[src/rtl/spb_pkg.sv]
package spb_pkg;
   typedef enum logic {
      DIR_UP   = 1'b0,
      DIR_DOWN = 1'b1
   } ramp_dir_t;
endpackage

[src/rtl/spb_timebase.sv]
module spb_timebase
   import spb_pkg::*;
#(
   parameter int CW = 16
) (
   input  logic          clk,
   input  logic          rst_n,
   input  logic          run_en,
   input  logic          centre_en,
   input  logic [CW-1:0] period_act,
   output logic [CW-1:0] cnt,
   output logic          at_end
);
   localparam logic [CW-1:0] ONE = CW'(1);

   logic [CW-1:0] cnt_q;
   ramp_dir_t     dir_q;
   logic          at_top;

   assign at_top = (cnt_q >= period_act - ONE);
   assign cnt    = cnt_q;

   always_comb begin
      if (centre_en) at_end = run_en && (dir_q == DIR_DOWN) && (cnt_q == '0);
      else           at_end = run_en && at_top;
   end

   always_ff @(posedge clk) begin
      if (!rst_n || !run_en) begin
         cnt_q <= '0;
         dir_q <= DIR_UP;
      end else if (centre_en) begin
         if (dir_q == DIR_UP) begin
            if (at_top) dir_q <= DIR_DOWN;
            else        cnt_q <= cnt_q + ONE;
         end else begin
            if (cnt_q == '0) dir_q <= DIR_UP;
            else             cnt_q <= cnt_q - ONE;
         end
      end else begin
         dir_q <= DIR_UP;
         cnt_q <= at_top ? '0 : cnt_q + ONE;
      end
   end

   a_r3_cnt_below_period: assert property (@(posedge clk) disable iff (!rst_n)
      run_en |-> (cnt_q < period_act));
   a_r2_cnt_held_stopped: assert property (@(posedge clk) disable iff (!rst_n)
      !run_en |=> (cnt_q == '0));
endmodule

[src/rtl/spb_staging.sv]
module spb_staging #(
   parameter int NCH = 4,
   parameter int CW  = 16,
   parameter int CHW = 2
) (
   input  logic                    clk,
   input  logic                    rst_n,
   input  logic                    run_en,
   input  logic                    at_end,
   input  logic                    auto_load,
   input  logic                    unlock,
   input  logic                    period_wr,
   input  logic [CW-1:0]           period_data,
   input  logic                    duty_wr,
   input  logic [CHW-1:0]          duty_sel,
   input  logic [CW-1:0]           duty_data,
   output logic [CW-1:0]           period_act,
   output logic [NCH-1:0][CW-1:0]  duty_act,
   output logic                    commit
);
   logic [NCH-1:0][CW-1:0] duty_shd;
   logic [CW-1:0]          period_shd;
   logic [CW-1:0]          period_safe;
   logic                   pend_q;
   logic                   take;

   assign commit      = at_end && (pend_q || unlock || auto_load);
   assign take        = !run_en || commit;
   assign period_safe = (period_shd == '0) ? CW'(1) : period_shd;

   always_ff @(posedge clk) begin
      if (!rst_n) begin
         duty_shd   <= '0;
         duty_act   <= '0;
         period_shd <= '0;
         period_act <= CW'(1);
         pend_q     <= 1'b0;
      end else begin
         for (int i = 0; i < NCH; i++) begin
            if (duty_wr && duty_sel == CHW'(i)) duty_shd[i] <= duty_data;
         end
         if (period_wr) period_shd <= period_data;
         if (take) begin
            duty_act   <= duty_shd;
            period_act <= period_safe;
         end
         if (take)        pend_q <= 1'b0;
         else if (unlock) pend_q <= 1'b1;
      end
   end

   a_r5_duty_held: assert property (@(posedge clk) disable iff (!rst_n)
      (run_en && !commit) |=> $stable(duty_act));
   a_r11_period_held: assert property (@(posedge clk) disable iff (!rst_n)
      (run_en && !commit) |=> $stable(period_act));
   a_r7_pend_cleared: assert property (@(posedge clk) disable iff (!rst_n)
      commit |=> !pend_q);
   a_r8_auto_commits: assert property (@(posedge clk) disable iff (!rst_n)
      (at_end && auto_load) |-> commit);
endmodule

[src/rtl/spb_compare.sv]
module spb_compare #(
   parameter int NCH     = 4,
   parameter int CW      = 16,
   parameter bit OUT_REG = 1'b1
) (
   input  logic                   clk,
   input  logic                   rst_n,
   input  logic                   run_en,
   input  logic [NCH-1:0]         sync_mask,
   input  logic [CW-1:0]          cnt,
   input  logic [CW-1:0]          period_act,
   input  logic [NCH-1:0][CW-1:0] duty_act,
   output logic [NCH-1:0]         pwm_out
);
   logic [NCH-1:0] hit;

   for (genvar i = 0; i < NCH; i++) begin : g_ch
      assign hit[i] = run_en && sync_mask[i] && (cnt < duty_act[i]);
   end

   if (OUT_REG) begin : g_reg
      logic [NCH-1:0] out_q;
      always_ff @(posedge clk) begin
         if (!rst_n) out_q <= '0;
         else        out_q <= hit;
      end
      assign pwm_out = out_q;

      for (genvar i = 0; i < NCH; i++) begin : g_chk
         a_r9_zero_duty_low: assert property (@(posedge clk) disable iff (!rst_n)
            (duty_act[i] == '0) |=> !pwm_out[i]);
         a_r10_full_duty_high: assert property (@(posedge clk) disable iff (!rst_n)
            (run_en && sync_mask[i] && duty_act[i] >= period_act) |=> pwm_out[i]);
         a_r12_masked_low: assert property (@(posedge clk) disable iff (!rst_n)
            !sync_mask[i] |=> !pwm_out[i]);
      end
   end else begin : g_comb
      assign pwm_out = hit;
   end
endmodule

[src/rtl/sync_pwm_bank.sv]
module sync_pwm_bank #(
   parameter int NCH     = 4,
   parameter int CW      = 16,
   parameter bit OUT_REG = 1'b1,
   localparam int CHW    = (NCH > 1) ? $clog2(NCH) : 1
) (
   input  logic            clk,
   input  logic            rst_n,
   input  logic            run_en,
   input  logic            centre_en,
   input  logic            auto_load,
   input  logic [NCH-1:0]  sync_mask,
   input  logic            period_wr,
   input  logic [CW-1:0]   period_data,
   input  logic            duty_wr,
   input  logic [CHW-1:0]  duty_sel,
   input  logic [CW-1:0]   duty_data,
   input  logic            unlock,
   output logic [NCH-1:0]  pwm_out
);
   if (NCH < 2) begin : g_bad_nch
      $error("sync_pwm_bank: NCH must be at least 2");
   end
   if (CW < 2 || CW > 32) begin : g_bad_cw
      $error("sync_pwm_bank: CW must be within 2..32");
   end

   logic [CW-1:0]          cnt;
   logic                   at_end;
   logic                   commit;
   logic [CW-1:0]          period_act;
   logic [NCH-1:0][CW-1:0] duty_act;

   spb_timebase #(.CW(CW)) u_time (
      .clk(clk), .rst_n(rst_n), .run_en(run_en), .centre_en(centre_en),
      .period_act(period_act), .cnt(cnt), .at_end(at_end)
   );

   spb_staging #(.NCH(NCH), .CW(CW), .CHW(CHW)) u_stage (
      .clk(clk), .rst_n(rst_n), .run_en(run_en), .at_end(at_end),
      .auto_load(auto_load), .unlock(unlock),
      .period_wr(period_wr), .period_data(period_data),
      .duty_wr(duty_wr), .duty_sel(duty_sel), .duty_data(duty_data),
      .period_act(period_act), .duty_act(duty_act), .commit(commit)
   );

   spb_compare #(.NCH(NCH), .CW(CW), .OUT_REG(OUT_REG)) u_cmp (
      .clk(clk), .rst_n(rst_n), .run_en(run_en), .sync_mask(sync_mask),
      .cnt(cnt), .period_act(period_act), .duty_act(duty_act),
      .pwm_out(pwm_out)
   );

   if (OUT_REG) begin : g_stop_chk
      a_r2_stopped_low: assert property (@(posedge clk) disable iff (!rst_n)
         !run_en |=> (pwm_out == '0));
   end
   a_r6_commit_on_boundary: assert property (@(posedge clk) disable iff (!rst_n)
      commit |-> (run_en && at_end));
endmodule

[config.mk]
export PLATFORM = sky130hd
export DESIGN_NAME = sync_pwm_bank
export DESIGN_NICKNAME = d
export VERILOG_FILES = /design/src/rtl/spb_pkg.sv /design/src/rtl/spb_timebase.sv /design/src/rtl/spb_staging.sv /design/src/rtl/spb_compare.sv /design/src/rtl/sync_pwm_bank.sv
export SDC_FILE = /design/constraint.sdc
export NUM_CORES = 1
export LEC_CHECK = 0
export ABC_CLOCK_PERIOD_IN_PS = 4000
export BUFFER_PORTS_ARGS = -buffer_cell sky130_fd_sc_hd__buf_2
export CAP_MARGIN = 20
export CORE_MARGIN = 3
export CORE_UTILIZATION = 55
export DETAILED_ROUTE_END_ITERATION = 6
export PLACE_DENSITY = 0.76
export SYNTH_ARGS = -nofsm -noshare
export SYNTH_HDL_FRONTEND = slang
export SYNTH_HIERARCHICAL = 1
export SYNTH_SLANG_ARGS = --single-unit
[constraint.sdc]
create_clock -name clk -period 4 [get_ports clk]
set_input_delay 0.6 -clock clk [delete_from_list [all_inputs] [get_ports clk]]
set_output_delay 0.6 -clock clk [all_outputs]
set_load 0.03 [all_outputs]
**Yosys cells after proc, flatten, opt, wreduce, memory -nomap -nowiden**

Index checks and enable logic that the tools add are counted.

- Div/mod/pow operators: 0
- Add/sub/neg operators: 3
- Multiply operators: 0
- Order comparisons: 5
- Reduce and logical (&&, ||, !) cells: 28
- Eq/ne operators: 5
- Bitwise operators: 2
- Multiplexer cells: 10
- Shift-type cells: 0

Operator list:

| cell | number |
|---|---|
| 2-to-1 mux 16 bit | 6 |
| < comparator 16 bit | 4 |
| zero test 16 bit | 2 |
| subtractor 16 x 1 -> 16 bit (second input constant) | 2 |
| adder 16 x 1 -> 16 bit (second input constant) | 1 |
| >= comparator 16 bit | 1 |
| logical AND 1 bit | 16 |
| equality test 2 bit (second input constant) | 2 |
| logical OR 1 bit | 4 |
| 2-to-1 mux 1 bit | 4 |
| OR reduction 2 bit | 2 |
| inequality test 3 x 2 -> 1 bit (second input constant) | 1 |
| inequality test 3 bit (second input constant) | 1 |
| equality test 2 x 1 -> 1 bit (second input constant) | 1 |
| zero test 1 bit | 2 |
| zero test 2 bit | 1 |
| NOT 1 bit | 2 |
| AND reduction 2 bit | 1 |

- Output and inout port bits: 4
- Memory bits (read-only): 0
- Memories: 0
- Flip-flop bits (word level): 182
- Bits of input ports: 46
- Bits in latches: 0
- Bits in writable memories: 0

**Depth between registers and ports, before layout**

Gate-level depths: netlist of the first run.

- Depth after elaboration: 7
- Mapped depth: 20

**Cells and area by module**

Netlist of the first run, hierarchy kept.

By module, submodules not included:

| module | instances | area each (um^2) | cells an instance | sequential area each (um^2) |
|---|---|---|---|---|
| spb_staging | 1 | 5851.9 | 711 | 3223.1 |
| spb_timebase | 1 | 2104.5 | 276 | 340.3 |
| spb_compare | 1 | 1609.0 | 213 | 80.1 |

**Least setup slack after synthesis of the first run**

Ideal clock, no wire load.

- Kind: register to register
- From: register u_stage.period_act[4]
- To: register u_stage/duty_act[59] in the netlist's numbering
- Cell stages (with the launch flop): 20
- Period minus slack after synthesis: 4.275 ns
- Data required time: 3.868 ns
- Arrival time: 4.143 ns
- Buffers on the path: 2
- Slack: -0.275 ns
- Library setup time: 0.132 ns
- Cell sequence: dfxtp_1 -> or3_1 -> or3b_2 -> nor3_1 -> nand2b_1 -> nor4_1 -> xnor2_1 -> ha_1 -> o21ai_0 -> nor2_1 -> or4_1 -> buf_2 -> a21oi_1 -> o21ai_0 -> and2_1 -> o31ai_4 -> inv_2 -> clkbuf_1 -> o21ai_0 -> a21oi_1

- Longest elaborated chain between the ends: 6

RTL lines:

| what | line | source |
|---|---|---|
| start, declared | spb_staging.sv:17 | `output logic [CW-1:0] period_act,` |
| start signal, assigned | spb_staging.sv:45 | `period_act <= period_safe;` |
| subtractor 16 x 1 -> 16 bit | spb_timebase.sv:20 | `assign at_top = (cnt_q >= period_act - ONE);` |
| >= comparator 16 bit | spb_timebase.sv:20 |  |
| logical AND 1 bit | spb_timebase.sv:25 | `else at_end = run_en && at_top;` |
| 2-to-1 mux 1 bit | spb_timebase.sv:24 | `if (centre_en) at_end = run_en && (dir_q == DIR_DOWN) && (cnt_q == '0);` |
| named net at_end | sync_pwm_bank.sv:29 | `logic at_end;` |
| logical AND 1 bit | spb_staging.sv:27 | `assign commit = at_end && (pend_q \|\| unlock \|\| auto_load);` |
| logical OR 1 bit | spb_staging.sv:28 | `assign take = !run_en \|\| commit;` |
| end signal, assigned | spb_staging.sv:44 | `duty_act <= duty_shd;` |
| end, declared | spb_staging.sv:18 | `output logic [NCH-1:0][CW-1:0] duty_act,` |

The timed path passes the listed nets, and every way through them passes these cells.
A chain may end at the register's enable or synchronous reset.

**Final worst setup path of the first run**

- From: register u_stage.period_act[4]
- To: register u_stage/duty_act[17] in the netlist's numbering

- Longest elaborated chain between the ends: 6

RTL lines:

| what | line | source |
|---|---|---|
| subtractor 16 x 1 -> 16 bit | spb_timebase.sv:20 |  |
| >= comparator 16 bit | spb_timebase.sv:20 |  |
| logical AND 1 bit | spb_timebase.sv:25 |  |
| 2-to-1 mux 1 bit | spb_timebase.sv:24 |  |
| named net at_end | sync_pwm_bank.sv:29 |  |
| logical AND 1 bit | spb_staging.sv:27 |  |
| named net commit | sync_pwm_bank.sv:30 | `logic commit;` |
| logical OR 1 bit | spb_staging.sv:28 |  |

The timed path passes the listed nets, and every way through them passes these cells.

==> impl_metrics.toml, run 1 <==
[clocking]
clockRootBuffer = "clkbuf_16"
hold_buffers = 0
clock-sinks = 182
cts-htree-levels = 4
path_clk_slew_ps = 70
clk_latency_ps = 440
cts_tree = "done"
clock_path_buffers = 2
cts_buffers = 17

[global_route]
grt_pass1_wl_mm = 42.3
grt_antenna_before_repair = 0
grt_pass1_vias = 8179
use_met1_pct = 39.4
grt_util_met3_pct = 4.25
grtUsageMet2_pct = 44.7
track_usage_pct = 28.2
busiest_layer = "met2"
grt_max_degree = 97
grt_overflow_total = 0

[route]
wl_mm = 28.6
wl_per_cell_um = 19.2
drc_errors = 0
postRouteAntennaNets = 0
viasPerCell = 6.28
drt_iter0_drc = 1309
vias = 9366
first_pass_iters = 5

[logic_synthesis]
synth_area_per_cell_sq_um = 7.97
syn_area_sq_um = 9570
synth_nets = 1326
synth_flop_cell = "dfxtp_1"
yosys_warnings = 6
synthCells = 1200
async_flop_share_pct = 0
synth_enable_flop_cells = 0
ys_seq_elements = 182
yosys.cell_types.count = 74
yosysSeqAreaShare_pct = 38.1

[worst_setup_path]
rr_worst_depth = 26
cp_slowest_cell = "or3_4"
worst-setup-path-type = "register to register"
critPathLaunchType = "register"
cp-end-kind = "register"
cp_max_fo = 12
cp.required_ps = 4320
r2r_end = "u_stage/duty_act[17]"
cp-endpoint = "u_stage/duty_act[17]"
path_common_cell = "buf_4"
r2r_setup_slack_ps = -200
crit_path_start = "u_stage/period_act[4]"
r2r-start = "u_stage/period_act[4]"
cp.arrival_ps = 4520
cp_slowest_stage_delay_ps = 410

[finish]
fin_nets = 1385
area_delta_synth_final_pct = 18.8
antenna_cells = 0
final_cell_mix = "dfxtp_1, a21oi_1, nand2_1, nand3_1, ha_1"
drive_above_1_share_pct = 17.1
mostFrequentLayoutCell = "dfxtp_1"

[placed_design]
port_buffers = 49
preCtsSetupSlack_ps = -148
dpl.hpwl_mm = 17.5
gp_congestion = 0.872

[floorplanning]
die_h_um = 138
die_w_um = 138
ios = 50
rows = 47
die_area_sq_um = 19000
initial_core_util_pct = 56.9
coreArea_sq_um = 16800

[min_path]
hp-start = "period_data[9]"
hp-class = "input port to register"

[timing]
tightest_slew_ps = 1040
setup_slack_ps = -195
hold_viol_final = 0
rsz0062_at_grt = "yes"
skew_ps = 13.5
fmax_mhz = 238
max-slew-margin-rel_pct = 30.9
finalCritPeriodShare_pct = 105
min_period_ps = 4200
slew_violations = 0
setup_viol = 93

[pwr]
peakVddDrop_mv = 0.326
total_power_w = 0.00415
p_per_area_nw_per_um2 = 365
p_leak_nw = 4.33

[job]
maxCapViolations = 0

[run_status]
status = "finished with violations"
violations = "setup timing"
-- critical path, delay by kind of cell (launching register included) --
kind | cells | cell delay [ps]
DFF | 1 | 330
adders and majority gates | 1 | 280
buffers and inverters | 13 | 1530
xor gates and xnor gates | 1 | 110
AOI/OAI and AO/OA | 8 | 1100
and+or+nand+nor | 3 | 740
-- cell usage after synthesis (2+ instances only) --
cell type,count,area (sq um)
xnor2_1,15,131
dfxtp_1,182,3640
a32oi_1,2,17.5
a21oi_2,3,26.3
nand3b_1,2,15.0
xor2_1,4,35.0
nand3_1,99,495
and3b_1,2,17.5
o211ai_1,3,22.5
and2_1,6,37.5
o31ai_1,9,67.6
nor2_1,44,165
ha_1,80,1000
clkbuf_1,64,240
nor3_1,21,105
buf_2,17,85.1
nor4_1,14,87.6
o21ai_0,50,250
a211o_1,8,70.1
o21a_1,7,52.6
nor2b_1,2,12.5
or4_1,5,37.5
o21ai_1,37,185
a211oi_1,4,30.0
a221o_1,2,20.0
and4_1,3,26.3
or3_1,3,18.8
inv_2,2,7.51
nand4b_1,4,35.0
a32o_1,3,30.0
a31oi_1,10,62.6
a21oi_1,174,871
a21o_1,5,37.5
inv_1,71,267
nand2_1,151,567
o311ai_1,2,17.5
mux2i_1,17,170
nand2b_1,6,37.5
or3b_2,2,17.5
nand4_1,29,181
and3_1,2,12.5
or4_4,2,22.5
-- worst min-delay path by stage --
stage / end / slack [ps] / cells past startpoint
after floorplan: u_stage/duty_shd[13] / 430 / 2
after global placement: u_stage/duty_shd[29] / 440 / 2
after detailed placement: u_stage/duty_shd[60] / 450 / 2
after CTS: u_stage/period_shd[15] / 390 / 3
after global routing: u_stage/period_shd[5] / 400 / 3
final: u_stage/period_shd[9] / 400 / 3
-- report_power, final --
part | switching (W) | total, W | internal, W
sequential | 0.0000426 | 0.00191 | 0.00186
combinational | 0.000344 | 0.000589 | 0.000245
clock | 0.000806 | 0.00165 | 0.000846
total | 0.00119 | 0.00415 | 0.00296
-- cells by family (layout without fill, tap and decap cells) --
logic type / after synthesis / count (layout) / share of synthesized area, %
AND/OR/NAND/NOR: 410 / 410 / 21.2
flip-flops: 182 / 182 / 38.1
XOR/XNOR: 19 / 19 / 1.74
multiplexers: 17 / 17 / 1.78
buffers and inverters: 157 / 229 / 6.50
adder cells (fa/ha/maj): 80 / 80 / 10.5
AO/OA/AOI/OAI: 335 / 335 / 20.2
-- registers in the layout, indices dropped and copies added (netlist names) --
| name | flops |
|---|---|
| u_time/dir_q | 1 |
| u_stage/pend_q | 1 |
| u_time/cnt | 16 |
| u_cmp/pwm_out | 4 |
| u_stage/period_shd | 16 |
| u_stage/period_act | 16 |
| u_stage/duty_act | 64 |
| u_stage/duty_shd | 64 |
-- final cells by class --
class                   count  area [sq um]
flip-flops and latches    182          3640
repair buffers            123          1050
inverters                  74           283
well taps                 220           275
clock inverters            13           134
clock buffers              19           443
fillers                  1369          5450
multi-input cells         861          5540
-- metrics by stage --
stage                     TNS (ps)  util, %  hold slack (ps)  cells  instance area [sq um]
after floorplan                  0        -              433   1200                   9610
after global placement       -1600     60.6              441   1435                  10200
after detailed placement     -7300     60.8              450   1436                  10200
after CTS                    -2060     65.5              392   1481                  11000
after global routing        -23320     67.6              398   1492                  11400
final                        -9320     67.6              400   1492                  11400
-- metal layers --
metal / share of wire [%] / vias up
met2: 47 / 504
met1: 43 / 4368
met3: 7.6 / 87
met5: 0 / -
met4: 2.6 / 0
li1: - / 4407
-- repair_timing --
| action | CTS | global route |
|---|---|---|
| setup buffers | 10 | 7 |
| resized for setup | 20 | 49 |
| pin swaps | 1 | 21 |
| endpoints found under the setup margin | 92 | 97 |
| cloned | 3 | 5 |
No activity file was read; power rests on OpenSTA's default activity.
==> inputs of run 2 (changes only) <==
--- a/config.mk
+++ b/config.mk
@@ -5,13 +5,12 @@
 export SDC_FILE = /design/constraint.sdc
 export NUM_CORES = 1
 export LEC_CHECK = 0
-export ABC_CLOCK_PERIOD_IN_PS = 4000
+export ABC_CLOCK_PERIOD_IN_PS = 4400
 export BUFFER_PORTS_ARGS = -buffer_cell sky130_fd_sc_hd__buf_2
 export CAP_MARGIN = 20
 export CORE_MARGIN = 3
-export CORE_UTILIZATION = 55
+export CORE_UTILIZATION = 30
 export DETAILED_ROUTE_END_ITERATION = 6
-export PLACE_DENSITY = 0.76
 export SYNTH_ARGS = -nofsm -noshare
 export SYNTH_HDL_FRONTEND = slang
 export SYNTH_HIERARCHICAL = 1
==> constraint.sdc (replaced) <==
create_clock -name clk -period 4.4 [get_ports clk]
set_input_delay 0.66 -clock clk [delete_from_list [all_inputs] [get_ports clk]]
set_output_delay 0.66 -clock clk [all_outputs]
set_load 0.03 [all_outputs]
==> run 2 against run 1 <==
The flow now finishes without violations. Cell count up 9.7%. Design area shrank 3.6%. Clock-buffer cell count decreased by 2. Total power is 11% lower. Wire length fell by 2.4%. Setup slack better by 410 ps. Hold slack better by 57 ps. Critical path depth is 7 lower. Critical path type unchanged. Highest routed layer unchanged.
==> impl_metrics.toml, run 2 (synthesis results as in run 1) <==
[job]
maxCapViolations = 0

[timing]
hold_slack_ps = 457
slew_violations = 0
fmax_mhz = 239
tightest_slew_ps = 1060
finalCritPeriodShare_pct = 95.1
setup-tns-final_ps = 0
min_period_ps = 4180
hold_viol_final = 0
setup_viol = 0
max-slew-margin-rel_pct = 29.3
skew_ps = 14.1

[clocking]
cts-htree-levels = 4
clockRootBuffer = "clkbuf_16"
cts_buffers = 17
hold_buffers = 0
clock-sinks = 182
cts_tree = "done"
path_clk_slew_ps = 70
clk_latency_ps = 440
clock_path_buffers = 2

[floorplanning]
rows = 64
die_area_sq_um = 34100
coreArea_sq_um = 31000
ios = 50
initial_core_util_pct = 30.9
die_h_um = 185
die_w_um = 185

[route]
drt_iter0_drc = 670
vias = 8659
drc_errors = 0
wl_mm = 27.9
first_pass_iters = 7
postRouteAntennaNets = 0
viasPerCell = 5.29
wl_per_cell_um = 17.1

[placed_design]
place_inst = 1603
gp_congestion = 0.853
port_buffers = 49
dpl.hpwl_mm = 18.6
post_dp_cell_area_sq_um = 10300

[global_route]
grt_pass1_wl_mm = 43.2
grt_pass1_vias = 7921
grt_antenna_before_repair = 0
track_usage_pct = 15.8
grt_max_degree = 69
grt_overflow_total = 0

[finish]
fin_cells = 1637
drive_above_1_share_pct = 12.6
fin_area_sq_um = 11000
antenna_cells = 0
area_delta_synth_final_pct = 14.6
fin_nets = 1355
mostFrequentLayoutCell = "dfxtp_1"
finalCoreUtilization_pct = 35.4
final_cell_mix = "dfxtp_1, a21oi_1, nand2_1, nand3_1, ha_1"
top_regs = "u_stage/duty_act (64), u_stage/duty_shd (64)"

[worst_setup_path]
r2r-start = "u_stage/period_act[4]"
worst-setup-path-type = "register to register"
cp.arrival_ps = 4480
rr_worst_depth = 19
crit_path_start = "u_stage/period_act[4]"
cp_max_fo = 30
cp.required_ps = 4700
critPathLaunchType = "register"
cp-end-kind = "register"

[run_status]
status = "finished clean"

[pwr]
p_per_area_nw_per_um2 = 335
p_leak_nw = 4.09
peakVddDrop_mv = 0.211

[min_path]
hp-start = "period_data[8]"
holdPathStages = 3
hp-class = "input port to register"
[run 2: cell count changes in the layout (fill, tap and decap cells not counted), sizes merged]
| cell | previous run | this run |
|---|---|---|
| clkbuf | 22 | 19 |
| buf | 119 | 91 |
| bufbuf | 1 | 0 |
| inv | 81 | 82 |
[run 2: power breakdown]
group | leakage, nW | switching, W | total [W] | internal (W)
sequential | 1.48 | 0.0000422 | 0.00174 | 0.00169
clock | 0.278 | 0.000740 | 0.00149 | 0.000751
combinational | 2.33 | 0.000275 | 0.000448 | 0.000173
[run 2: through the flow]
stage / total power (W) / worst slack (ps)
floorplan: 0.00205 / 125
global placement: 0.00220 / 80.8
detailed placement: 0.00220 / 78.5
CTS: 0.00369 / 33.3
global route: 0.00382 / -33.7
finish: 0.00368 / 218
[run 2: routing by layer]
| layer | part of all wire (%) | vias up | GRT usage [%] |
|---|---|---|---|
| li1 | - | 4323 | - |
| met1 | 49 | 4082 | 23.6 |
| met2 | 45 | 228 | 23.8 |
| met3 | 5.3 | 26 | 2.39 |
| met4 | 1.2 | 0 | 3.69 |
| met5 | 0 | - | 0 |
[run 2: area by class of cell]
class | count | area (sq um)
fill | 3178 | 20000
sequential | 182 | 3640
clock buffer | 17 | 425
tap | 396 | 495
inverter | 74 | 280
timing repair buffer | 93 | 651
multi-input combinational | 861 | 5330
clock inverter | 14 | 136
[run 2: final timing paths]
check	end	slack, ps
worst min-delay path	u_stage/period_shd[8]	460
worst min register to register	u_stage/duty_shd[55]	460
worst max register to register	u_stage/duty_act[56]	220
worst max-delay path	u_stage/duty_act[56]	220
[run 2: worst max-delay path, cell delays in order, from the launching register on]
cell	delay (ps)
dfxtp_1	310
or3_1	400
or3b_2	510
nor3_2	200
nand2b_1	100
nor4_2	170
xnor2_1	150
ha_1	260
o21ai_1	130
nor2_1	50
or4_1	560
a21oi_2	150
o21ai_0	80
and2_1	210
o31ai_4	80
inv_2	110
buf_12	170
buf_4	150
o21ai_0	150
a21oi_1	90
[run 2: what timing repair did]
| action | 4_1_cts | 5_1_grt |
|---|---|---|
| setup buffers | 0 | 1 |
| resized for setup | 0 | 19 |
| endpoints found under the setup margin | 0 | 85 |
==> inputs of run 3 (changes only) <==
--- a/config.mk
+++ b/config.mk
@@ -5,6 +5,7 @@
 export SDC_FILE = /design/constraint.sdc
 export NUM_CORES = 1
 export LEC_CHECK = 0
+export ABC_AREA = 1
 export ABC_CLOCK_PERIOD_IN_PS = 4400
 export BUFFER_PORTS_ARGS = -buffer_cell sky130_fd_sc_hd__buf_2
 export CAP_MARGIN = 20
==> run 3 against run 2 <==
Design area up 5.4%. Cell count up 22%. Total power up 21%. Critical path depth up 2. Synthesized cell count up 26%. Clock power up 9%. Critical endpoint is now u_stage/duty_act[45]. Non-clock buffer count down 23. Sequential cell count unchanged.
==> impl_metrics.toml, run 3 <==
[min_path]
hp-start = "u_stage/duty_shd[34]"
hp-class = "register to register"
holdPathStages = 2
worst_hold_path.endpoint = "u_stage/duty_shd[34]"

[worst_setup_path]
cp_slowest_cell = "buf_4"
cp_top_family = "simple AND/OR/NAND/NOR gates"
path_buf_inv = 4
rr_worst_depth = 21
cp_max_fo = 59
r2r-start = "u_stage/period_act[0]"
cp.required_ps = 4730
cp_slowest_stage_delay_ps = 550
critPathLaunchType = "register"
crit_path_cell_trace = "inv_1 -> ha_1 -> inv_1 -> nor2_1 -> nand4_1 -> nor3_2 -> nand3_1 -> xor2_1 -> inv_1 -> ha_1 -> nand4_1 -> a21oi_1 -> nor2_4 -> nand2_4 -> a21oi_1 -> nor2_1 -> nand2_2 -> buf_4 -> nand3b_1 -> nand2_1 -> nor2_1"
cp-end-kind = "register"
r2r_setup_slack_ps = 450
worst-setup-path-type = "register to register"
r2r_end = "u_stage/duty_act[45]"
cp.arrival_ps = 4280

[floorplanning]
initial_core_util_pct = 30.6
die_w_um = 191
die_h_um = 191
die_area_sq_um = 36500
coreArea_sq_um = 33600
ios = 50
rows = 67

[placed_design]
place_inst = 1963
preCtsSetupSlack_ps = 542
dpl.hpwl_mm = 19.2
gp_congestion = 0.898
port_buffers = 49

[global_route]
grt_overflow_total = 0
grtUsageMet2_pct = 26.8
busiest_layer = "met2"
grt_pass1_vias = 8933
grt_antenna_before_repair = 0
grt_pass1_wl_mm = 45.7
grt_max_degree = 64
grt_util_met3_pct = 2.16
track_usage_pct = 15.6
use_met1_pct = 20.5

[route]
vias = 9367
drc_errors = 0
first_pass_iters = 5
viasPerCell = 4.70
wl_mm = 28.1
drt_iter0_drc = 604
wl_per_cell_um = 14.1
postRouteAntennaNets = 0

[timing]
min_period_ps = 3950
max-slew-margin-rel_pct = 44.6
slew_violations = 0
rsz0062_at_grt = "no"
setup_viol = 0
hold_viol_final = 0
setup_slack_ps = 451
fmax_mhz = 253
skew_ps = 13.7
finalCritPeriodShare_pct = 89.7
tightest_slew_ps = 830
setup-tns-final_ps = 0

[clocking]
cts_tree = "done"
clk_latency_ps = 440
cts_resized = 0
hold_buffers = 0
clock-sinks = 182
cts_buffers = 17
post_cts_buffers = 0
clockRootBuffer = "clkbuf_16"
path_clk_slew_ps = 70
cts-htree-levels = 4
clock_path_buffers = 2

[finish]
fin_nets = 1660
antenna_cells = 0
top_regs = "u_stage/duty_act (64), u_stage/duty_shd (64)"
area_delta_synth_final_pct = 12.3
fillers = 3581
finalCoreUtilization_pct = 34.4
drive_above_1_share_pct = 9.95
fin_cells = 1995
final_cell_mix = "nand2_1, nor2_1, dfxtp_1, inv_1, o21ai_0"
mostFrequentLayoutCell = "nand2_1"

[pwr]
pwr-share-comb_pct = 22.1
p_switching_w = 0.00141
peakVddDrop_mv = 0.331
p_int_w = 0.00304
p_per_area_nw_per_um2 = 385
power_switching_share_pct = 31.8
p_clk_share_pct = 36.7
total_power_w = 0.00445
pwr-share-seq_pct = 41.2
p_leak_nw = 5.44

[logic_synthesis]
yosys_warnings = 6
syn_area_sq_um = 10300
synth_area_per_cell_sq_um = 6.82
synth_nets = 1634
synthCells = 1508

[run_status]
status = "finished clean"

[job]
maxCapViolations = 0
[run 3: routing by layer]
metal / part of all wire (%) / vias to the layer above / wire [um]
met2: 47 / 225 / 13100
met5: 0 / - / 0
li1: - / 4822 / -
met1: 48 / 4290 / 13400
met4: 1.4 / 0 / 386
met3: 4.2 / 30 / 1170
[run 3: layout make-up]
type	count	area, sq um	area share, %
inverters	165	619	5.36
well taps	448	561	4.85
flip-flops and latches	182	3640	31.5
clock inverters	12	164	1.42
multi-input cells	1098	5700	49.3
repair buffers	70	405	3.51
clock buffers	20	457	3.95
[run 3: power groups by stage]
stage / Combinational, W / Sequential (W) / Clock (W)
4_1_cts: 0.000983 / 0.00183 / 0.00167
6_report: 0.000982 / 0.00183 / 0.00163
2_1_floorplan: 0.000742 / 0.00185 / 0
5_1_grt: 0.00114 / 0.00185 / 0.00173
3_3_place_gp: 0.000955 / 0.00187 / 0
3_5_place_dp: 0.000976 / 0.00187 / 0
[run 3: worst min-delay path: cells and delay by family (launching register included)]
family                 cells  cell delay, ps
AOI/OAI and AO/OA          1              50
buffers and inverters      1              50
DFF                        1             310
[run 3: worst max path at each step]
stage                          start              endpoint  cells after the start
4_1_cts        u_stage/period_act[0]  u_stage/duty_act[39]                     21
5_1_grt        u_stage/period_act[0]  u_stage/duty_act[23]                     21
6_report       u_stage/period_act[0]  u_stage/duty_act[45]                     21
3_5_place_dp   u_stage/period_act[0]  u_stage/duty_act[62]                     21
2_1_floorplan  u_stage/period_act[0]   u_stage/duty_act[0]                     23
3_3_place_gp   u_stage/period_act[0]  u_stage/duty_act[26]                     21
[run 3: per-stage QoR]
stage                     hold WS, ps  cell area (sq um)
after detailed placement          436              10900
after CTS                         423              11500
final                             449              11500
after global routing              441              11500
after global placement            432              10900
after floorplan                   419              10300
